File: config.mk
export PLATFORM = sky130hd
export DESIGN_NAME = lcd_seg_scan
export DESIGN_NICKNAME = d
export VERILOG_FILES = /design/src/rtl/lcd_seg_pkg.sv /design/src/rtl/sig_edge_detect.sv /design/src/rtl/line_counter.sv /design/src/rtl/row_latch.sv /design/src/rtl/level_map.sv /design/src/rtl/lcd_seg_scan.sv
export SDC_FILE = /design/constraint.sdc
export NUM_CORES = 1
export LEC_CHECK = 0
export BUFFER_PORTS_ARGS = -buffer_cell sky130_fd_sc_hd__clkbuf_2
export CORE_AREA = 2 2 258 260
export DETAILED_ROUTE_END_ITERATION = 7
export DIE_AREA = 0 0 260 262
export HOLD_SLACK_MARGIN = 0.12
export PLACE_DENSITY_LB_ADDON = 0.2
export SKIP_CTS_REPAIR_TIMING = 1
export SYNTH_ARGS = -nofsm -noshare
export SYNTH_HDL_FRONTEND = slang
export SYNTH_SLANG_ARGS = --single-unit
File: constraint.sdc
create_clock -name clk -period 5.4 [get_ports clk]
set_clock_uncertainty 0.1 [all_clocks]
set_input_delay 1.08 -clock clk [delete_from_list [all_inputs] [get_ports clk]]
set_output_delay 1.08 -clock clk [all_outputs]
set_load 0.005 [all_outputs]
File: src/rtl/lcd_seg_pkg.sv
// Package lcd_seg_pkg: shared level codes and the pixel-to-level mapping.
// Assumes a 2-bit code that the analog stage decodes.
package lcd_seg_pkg;

    typedef enum logic [1:0] {
        LVL_V0 = 2'b00,
        LVL_V2 = 2'b01,
        LVL_V3 = 2'b10,
        LVL_V5 = 2'b11
    } seg_level_t;

    // Pick the bias level from pixel, phase and enable.
    function automatic seg_level_t level_of(input logic pix, input logic phase, input logic on);
        logic lit;
        lit = pix & on;
        if (!phase) return lit ? LVL_V0 : LVL_V2;
        else        return lit ? LVL_V5 : LVL_V3;
    endfunction

endpackage

File: src/rtl/sig_edge_detect.sv
// sig_edge_detect: brings an asynchronous input into the clk domain
// through STAGES flops and flags single-cycle rise and fall pulses.
// Assumes the input stays stable for more than STAGES+1 clk cycles.
module sig_edge_detect #(
    parameter int STAGES = 2
) (
    input  logic clk,
    input  logic rst_n,
    input  logic din,
    output logic rise,
    output logic fall
);
    logic [STAGES:0] hist;

    // Shift the input through the synchronizer and history flop.
    always_ff @(posedge clk) begin
        if (!rst_n) hist <= '0;
        else        hist <= {hist[STAGES-1:0], din};
    end

    assign rise = hist[STAGES-1] & ~hist[STAGES];
    assign fall = ~hist[STAGES-1] & hist[STAGES];


    edge_excl_chk: assert property (@(posedge clk) disable iff (!rst_n) !(rise && fall));

endmodule

File: src/rtl/line_counter.sv
// line_counter: the Z line counter. It advances on a line-clock fall and
// presets to 0 on a frame rise; the preset wins. It also forms the fetched
// row as counter + start line, wrapping naturally at ROW_BITS.
module line_counter #(
    parameter int ROW_BITS = 6
) (
    input  logic                clk,
    input  logic                rst_n,
    input  logic                step,
    input  logic                preset,
    input  logic [ROW_BITS-1:0] start_line,
    output logic [ROW_BITS-1:0] row
);
    logic [ROW_BITS-1:0] z;

    // Update the counter: preset first, then step.
    always_ff @(posedge clk) begin
        if (!rst_n)      z <= '0;
        else if (preset) z <= '0;
        else if (step)   z <= z + 1'b1;
    end

    // Offset the counter by the start line, modulo 2**ROW_BITS.
    assign row = z + start_line;


    z_step_chk: assert property (@(posedge clk) disable iff (!rst_n)
        (step && !preset) |=> (z == $past(z) + 1'b1));

    z_preset_chk: assert property (@(posedge clk) disable iff (!rst_n)
        preset |=> (z == '0));

    z_hold_chk: assert property (@(posedge clk) disable iff (!rst_n)
        (!step && !preset) |=> $stable(z));

endmodule

File: src/rtl/row_latch.sv
// row_latch: turns the row number into a page address and a bit index,
// then extracts one bit from every column byte. On load it captures
// those bits into the display latch.
// Assumes the memory returns the bytes of page_sel in the same cycle.
module row_latch #(
    parameter int NUM_COLS = 64,
    parameter int BYTE_W   = 8,
    parameter int ROW_BITS = 6
) (
    input  logic                       clk,
    input  logic                       rst_n,
    input  logic                       load,
    input  logic [ROW_BITS-1:0]        row,
    input  logic [NUM_COLS*BYTE_W-1:0] page_bytes,
    output logic [ROW_BITS-$clog2(BYTE_W)-1:0] page_sel,
    output logic [NUM_COLS-1:0]        bits_q
);
    localparam int BIT_SEL = $clog2(BYTE_W);

    logic [BIT_SEL-1:0]  bit_idx;
    logic [NUM_COLS-1:0] row_bits;

    assign page_sel = row[ROW_BITS-1:BIT_SEL];
    assign bit_idx  = row[BIT_SEL-1:0];

    generate
        for (genvar c = 0; c < NUM_COLS; c++) begin : g_col
            logic [BYTE_W-1:0] col_byte;
            assign col_byte    = page_bytes[c*BYTE_W +: BYTE_W];
            assign row_bits[c] = col_byte[bit_idx];
        end
    endgenerate

    // Capture the addressed row on a line-clock rise.
    always_ff @(posedge clk) begin
        if (!rst_n)    bits_q <= '0;
        else if (load) bits_q <= row_bits;
    end


    latch_hold_chk: assert property (@(posedge clk) disable iff (!rst_n)
        !load |=> $stable(bits_q));

endmodule

File: src/rtl/level_map.sv
// level_map: converts each latched pixel bit into a 2-bit bias-level
// code. The code depends on the alternation phase and the display enable.
module level_map
    import lcd_seg_pkg::*;
#(
    parameter int NUM_COLS = 64
) (
    input  logic                  rst_n,
    input  logic [NUM_COLS-1:0]   bits_q,
    input  logic                  m_in,
    input  logic                  disp_on,
    output logic [2*NUM_COLS-1:0] seg_lvl
);
    generate
        for (genvar c = 0; c < NUM_COLS; c++) begin : g_map
            seg_level_t lvl;
            // Select this column's level.
            always_comb lvl = level_of(bits_q[c], m_in, disp_on);
            assign seg_lvl[2*c +: 2] = lvl;

            // Check the column code against phase and enable.
            always_comb begin
                if (rst_n) begin

                    phase_bit_chk: assert (lvl[1] == m_in);

                    if (!disp_on) begin
                        off_level_chk: assert (lvl == (m_in ? LVL_V3 : LVL_V2));
                    end
                end
            end
        end
    endgenerate

endmodule

File: src/rtl/lcd_seg_scan.sv
// lcd_seg_scan: the refresh side of a segment driver. It synchronizes the
// line clock and the frame signal, keeps the line counter, fetches and
// latches one row per line, and maps each latched bit to a level code.
// Assumes cl_in and frm_in change slowly relative to clk.
module lcd_seg_scan #(
    parameter int NUM_COLS    = 64,
    parameter int BYTE_W      = 8,
    parameter int ROW_BITS    = 6,
    parameter int SYNC_STAGES = 2
) (
    input  logic                       clk,
    input  logic                       rst_n,
    input  logic                       cl_in,
    input  logic                       frm_in,
    input  logic                       m_in,
    input  logic                       disp_on,
    input  logic [ROW_BITS-1:0]        start_line,
    output logic [ROW_BITS-$clog2(BYTE_W)-1:0] page_sel,
    input  logic [NUM_COLS*BYTE_W-1:0] page_bytes,
    output logic [2*NUM_COLS-1:0]      seg_lvl
);
    logic cl_rise, cl_fall, frm_rise, frm_fall_unused;
    logic [ROW_BITS-1:0] row;
    logic [NUM_COLS-1:0] bits_q;

    sig_edge_detect #(.STAGES(SYNC_STAGES)) u_cl_sync (
        .clk(clk), .rst_n(rst_n), .din(cl_in), .rise(cl_rise), .fall(cl_fall));

    sig_edge_detect #(.STAGES(SYNC_STAGES)) u_frm_sync (
        .clk(clk), .rst_n(rst_n), .din(frm_in), .rise(frm_rise), .fall(frm_fall_unused));

    line_counter #(.ROW_BITS(ROW_BITS)) u_cnt (
        .clk(clk), .rst_n(rst_n), .step(cl_fall), .preset(frm_rise),
        .start_line(start_line), .row(row));

    row_latch #(.NUM_COLS(NUM_COLS), .BYTE_W(BYTE_W), .ROW_BITS(ROW_BITS)) u_latch (
        .clk(clk), .rst_n(rst_n), .load(cl_rise), .row(row),
        .page_bytes(page_bytes), .page_sel(page_sel), .bits_q(bits_q));

    level_map #(.NUM_COLS(NUM_COLS)) u_map (
        .rst_n(rst_n), .bits_q(bits_q), .m_in(m_in), .disp_on(disp_on), .seg_lvl(seg_lvl));

endmodule

Yosys cells after proc, flatten, opt, wreduce, memory -nomap -nowiden:

Index checks and enable logic that the tools add are counted.
Widths: inputs -> output; s select.

* register bits: 76
* bits in latches: 0
* memory bits (writable): 0
* ROM bits: 0
* input bits: 524
* output and inout port bits: 131
* word-level logic and storage cells: 399
* memories: 0

* add/sub/neg operators: 2
* $mul: 0
* div/mod/pow operators: 0
* order comparisons: 1
* equality and inequality tests: 0
* shift-type cells: 0
* mux-type cells: 320
* bitwise gates (word level): 71
* reductions and logical operators: 1

Operators with widths (count)
* $bmux 1 s3: 64
* $mux 1: 192
* $mux 2: 64
* $and 1x1->1: 67
* $add 6x1->6 const B: 1
* $add 6x6->6: 1
* $lt 3x4->1 const B: 1
* $not 1->1: 4
* $reduce_or 2->1: 1

Logic depth before layout (Yosys ltp):

* depth after elaboration: 3
* gate-level depth with buffers: 9
* gate-level depth less buffers: 7

Modules after synthesis:

A second synthesis with hierarchy kept.

* cells, all modules: 930
* area, all modules: 8300.5 µm²

Modules (own cells, without submodules)
* row_latch: instances 1, cells an instance 659, area an instance 6216.0 µm², seq. area each 1281.2 µm²
* level_map: instances 1, cells an instance 206, area an instance 1461.4 µm², seq. area each 0.0 µm²
* line_counter: instances 1, cells an instance 49, area an instance 440.4 µm², seq. area each 120.1 µm²
* sig_edge_detect: instances 2, cells an instance 8, area an instance 91.3 µm², seq. area each 60.1 µm²

Worst setup path after synthesis:

No wires, ideal clock.

* path type: input-to-output
* from: in start_line[0]
* to: out page_sel[1]
* data arrival time: 2.065 ns
* data required time: 4.220 ns
* setup slack: 2.155 ns
* stages: 7
* buffers on the path: 0
* cell sequence: ha_1 -> inv_1 -> fa_1 -> nor2b_1 -> o21ai_0 -> nand2_1 -> xor2_1

* cells in the longest elaborated chain, start to end: 1

Ends and longest elaborated chain
* from (decl): RTL line lcd_seg_scan.sv:17 `input logic [ROW_BITS-1:0] start_line,`
* $add 6x6->6: RTL line line_counter.sv:24 `assign row = z + start_line;`
* to (decl): RTL line lcd_seg_scan.sv:18 `output logic [ROW_BITS-$clog2(BYTE_W)-1:0] page_sel,`

No other way between the ends.

Worst setup path in the final report:

* from: in disp_on
* to: out seg_lvl[124]

* cells in the longest elaborated chain, start to end: 3
* elaborated cells on any way between the ends: 4
* classes of those cells: mux: 3; bitwise: 1

Ends and longest elaborated chain
* from (decl): RTL line lcd_seg_scan.sv:16 `input logic disp_on,`
* $and 1x1->1 (*): RTL line lcd_seg_pkg.sv:15 `lit = pix & on;`
* $mux 1, on equally long branches: RTL line lcd_seg_pkg.sv:16, lcd_seg_pkg.sv:17
* $mux 2 (*): RTL line lcd_seg_pkg.sv:16 `if (!phase) return lit ? LVL_V0 : LVL_V2;`
* to (decl): RTL line lcd_seg_scan.sv:20 `output logic [2*NUM_COLS-1:0] seg_lvl`

Mark *: on every way between the ends. The rest lies on a longest branch, timed or not.

==> reports/results.ini <==
[outcome]
status = finished clean

[grt]
grt_usage = 0.110
grt_max_degree = 66
antenna_found_initial = 3
grt_pass1_wl_mm = 54.5
overflow = 0
grt_pass1_vias = 8544

[timing]
relSlewSlack = 0.245
fin_crit_sh = 0.667
rsz0062_at_grt = false
period_needed_ns = 3.60
tightestPinTransition_ns = 1.13
setup_violations = 0
setup_tns_ns = 0
hold_violations = 0
drv_slew = 0
fin_ws_ns = 1.80
max_freq_mhz = 278

[synth]
synth_compound_gate_area_share = 0.101
synth_warnings = 0
ys_seq_area_frac = 0.204
netlist-cell-type-count = 25
syn_avg_cell_area_um2 = 10.5
syn_inst = 714
ys_seq_elements = 76
synthSimpleGateAreaFrac = 0.0838
synthMuxAreaShare = 0.388
synth-xor-area-share = 0.0868
synth.cell_area_um2 = 7470
syn_nets = 1245
ys_dominant_reg_cell = dfxtp_1
synth_fa_ha_area_frac = 0.0127
yosysTopAreaCell = mux4_2
synth_area_leaders = mux4_2 (37%), dfxtp_1 (20%), xor2_1 (8.3%), buf_4 (7.5%), o22ai_1 (5.4%)
synth_top_family_by_area = multiplexers
synth-async-reset-ratio = 0
synth_top_area_frac = 0.374
synth-edff-count = 0

[die]
fp.dieH_um = 262
core_area_um2 = 65300
dieArea_um2 = 68100
dieWidth_um = 260
io_pins = 655
start_util = 0.114
rows = 94

[placement]
globalplace.congestion = 0.859
hpwl_mm = 31.3
place_inst = 2112
preCtsSetupSlack_ns = 1.45
port_buffers = 654

[route]
wire_per_inst_um = 18.4
vias = 8079
drc_errors = 0
firstDrtPassIters = 4
first_iter_violations = 268
vias_per_cell = 3.79
postRouteAntennaNets = 0
drt_wl_total_mm = 39.3

[cts]
root_buffer = clkbuf_16
cts_buffers = 9
clock_latency_ns = 0.37
htreeDepth = 3
cts_tree = built
path_clk_slew_ns = 0.07
cts_buffer_depth = 2
cts.sinks = 76

[finish]
synthToLayoutAreaGrowth_pct = 54.3
instances_no_fill = 2130
fin_util = 0.177
final_layout_size_suffix_gt1_frac = 0.643
nFillCells = 7395
final_net_count = 1790

[worst_setup_path]
worstPathMaxFanout = 38
cpMaxStageDelayCell = buf_4
startpoint_type = input pin
crit_required_ns = 4.22
worstSetupEndpointType = primary output
critPathKind = input pin to primary output
path_cells = buf_4, buf_4, nand2_1, xor2_1, clkbuf_2
worstPathArrival_ns = 2.42
cpMostUsedCell = buf_4
cp_slowest_stage_delay_ns = 0.49

[pwr]
intPower_uw = 1540
powerDensity_nw_per_um2 = 190
seq_power_share = 0.276
ir_worst_vdd_uv = 148
comb_power_share = 0.348
clockPowerShare = 0.376
power.switching_uw = 647
power.leakage_uw = 0.00523
p_sw_frac = 0.296

[worst_hold_path]
min_path_type = register to register

[run]
timing.max_cap.violations = 0

## power by group through the flow
stage	Combinational [µW]	Clock, µW	Sequential, µW
6_report	759	822	603
5_1_grt	829	888	606
4_1_cts	779	878	603
3_5_place_dp	777	0	616
3_3_place_gp	776	0	616
2_1_floorplan	436	0	610
## worst paths after layout
check / from / depth (start not counted) / to / slack [ns]
setup reg to reg: u_cnt.z[0] / 7 / u_latch.bits_q[43] / 2.20
hold reg to reg: u_cl_sync.hist[0] / 1 / u_cl_sync.hist[1] / 0.33
hold / removal: u_cl_sync.hist[0] / 1 / u_cl_sync.hist[1] / 0.33
setup / recovery: disp_on / 5 / seg_lvl[124] / 1.80
## worst max-delay path: cells and delay by family
family                 cells  cell delay (ns)
AND/OR/NAND/NOR            1             0.14
XOR/XNOR                   1             0.18
buffers and inverters      3             0.99
## cell families after synthesis
family	count (synthesis)
AO/OA/AOI/OAI	134
XOR/XNOR	74
adder cells (fa/ha/maj)	7
buffers and inverters	139
flip-flops	76
multiplexers	128
AND/OR/NAND/NOR	156
## flip-flops by register name, indices dropped and copies added (netlist names)
signal           flops
u_cl_sync.hist       3
u_frm_sync.hist      3
u_latch.bits_q      64
u_cnt.z              6
## metrics by stage
stage	instance area, µm²	hold slack [ns]	total power [µW]
6_report	11500	0.333	2180
2_1_floorplan	7470	0.312	1050
5_1_grt	11500	0.341	2320
4_1_cts	11500	0.335	2260
3_3_place_gp	11100	0.317	1390
3_5_place_dp	11100	0.319	1390
## synth_stat cells (all sizes together) (3+ instances only)
cell	instances
xnor2	3
dfxtp	76
ha	6
buf	104
nand4	3
xor2	71
mux4	128
o21ai	66
clkbuf	30
and2	6
a21oi	3
nand2	69
o22ai	64
inv	5
nor2b	4
nor2	72
## routing by layer
| layer | global-route usage | vias up | routed length, µm |
|---|---|---|---|
| li1 | - | 3711 | - |
| met1 | 0.116 | 3926 | 14400 |
| met2 | 0.208 | 410 | 21400 |
| met3 | 0.0258 | 32 | 2570 |
| met4 | 0.0463 | 0 | 915 |
| met5 | 0 | - | 0 |
## layout make-up
class,instances,area (µm²),area share
Multi-Input combinational cell,499,5060,0.439
Timing Repair Buffer,668,3460,0.301
Sequential cell,76,1520,0.132
Tap cell,864,1080,0.0938
Clock buffer,11,253,0.0219
Clock inverter,4,120,0.0104
Inverter,5,18.8,0.00163
Antenna cell,3,7.51,0.000652
## layout by cell type (no fill, tap or decap)
cell / Yosys / routed
buf_6: 4 / 1
fa_4: 0 / 1
o211ai_1: 1 / 1
nand4_1: 3 / 3
buf_4: 75 / 9
xor2_1: 71 / 71
mux4_1: 4 / 4
clkbuf_2: 0 / 652
a21oi_1: 3 / 3
dfxtp_1: 76 / 76
nor2b_1: 4 / 3
ha_4: 0 / 1
nor2b_4: 0 / 1
nand2_1: 69 / 68
clkbuf_16: 0 / 9
nor2_1: 72 / 72
and2_1: 6 / 6
diode_2: 0 / 3
o21ai_1: 1 / 1
o22ai_1: 64 / 64
or3b_4: 0 / 1
buf_12: 0 / 6
bufinv_16: 0 / 4
nand2_4: 0 / 1
mux4_2: 124 / 124
o21ai_0: 65 / 65
inv_1: 5 / 5
ha_1: 6 / 5
clkbuf_8: 0 / 2
and3_1: 1 / 1
xnor2_1: 3 / 3
(Power assumes the default switching activity.)
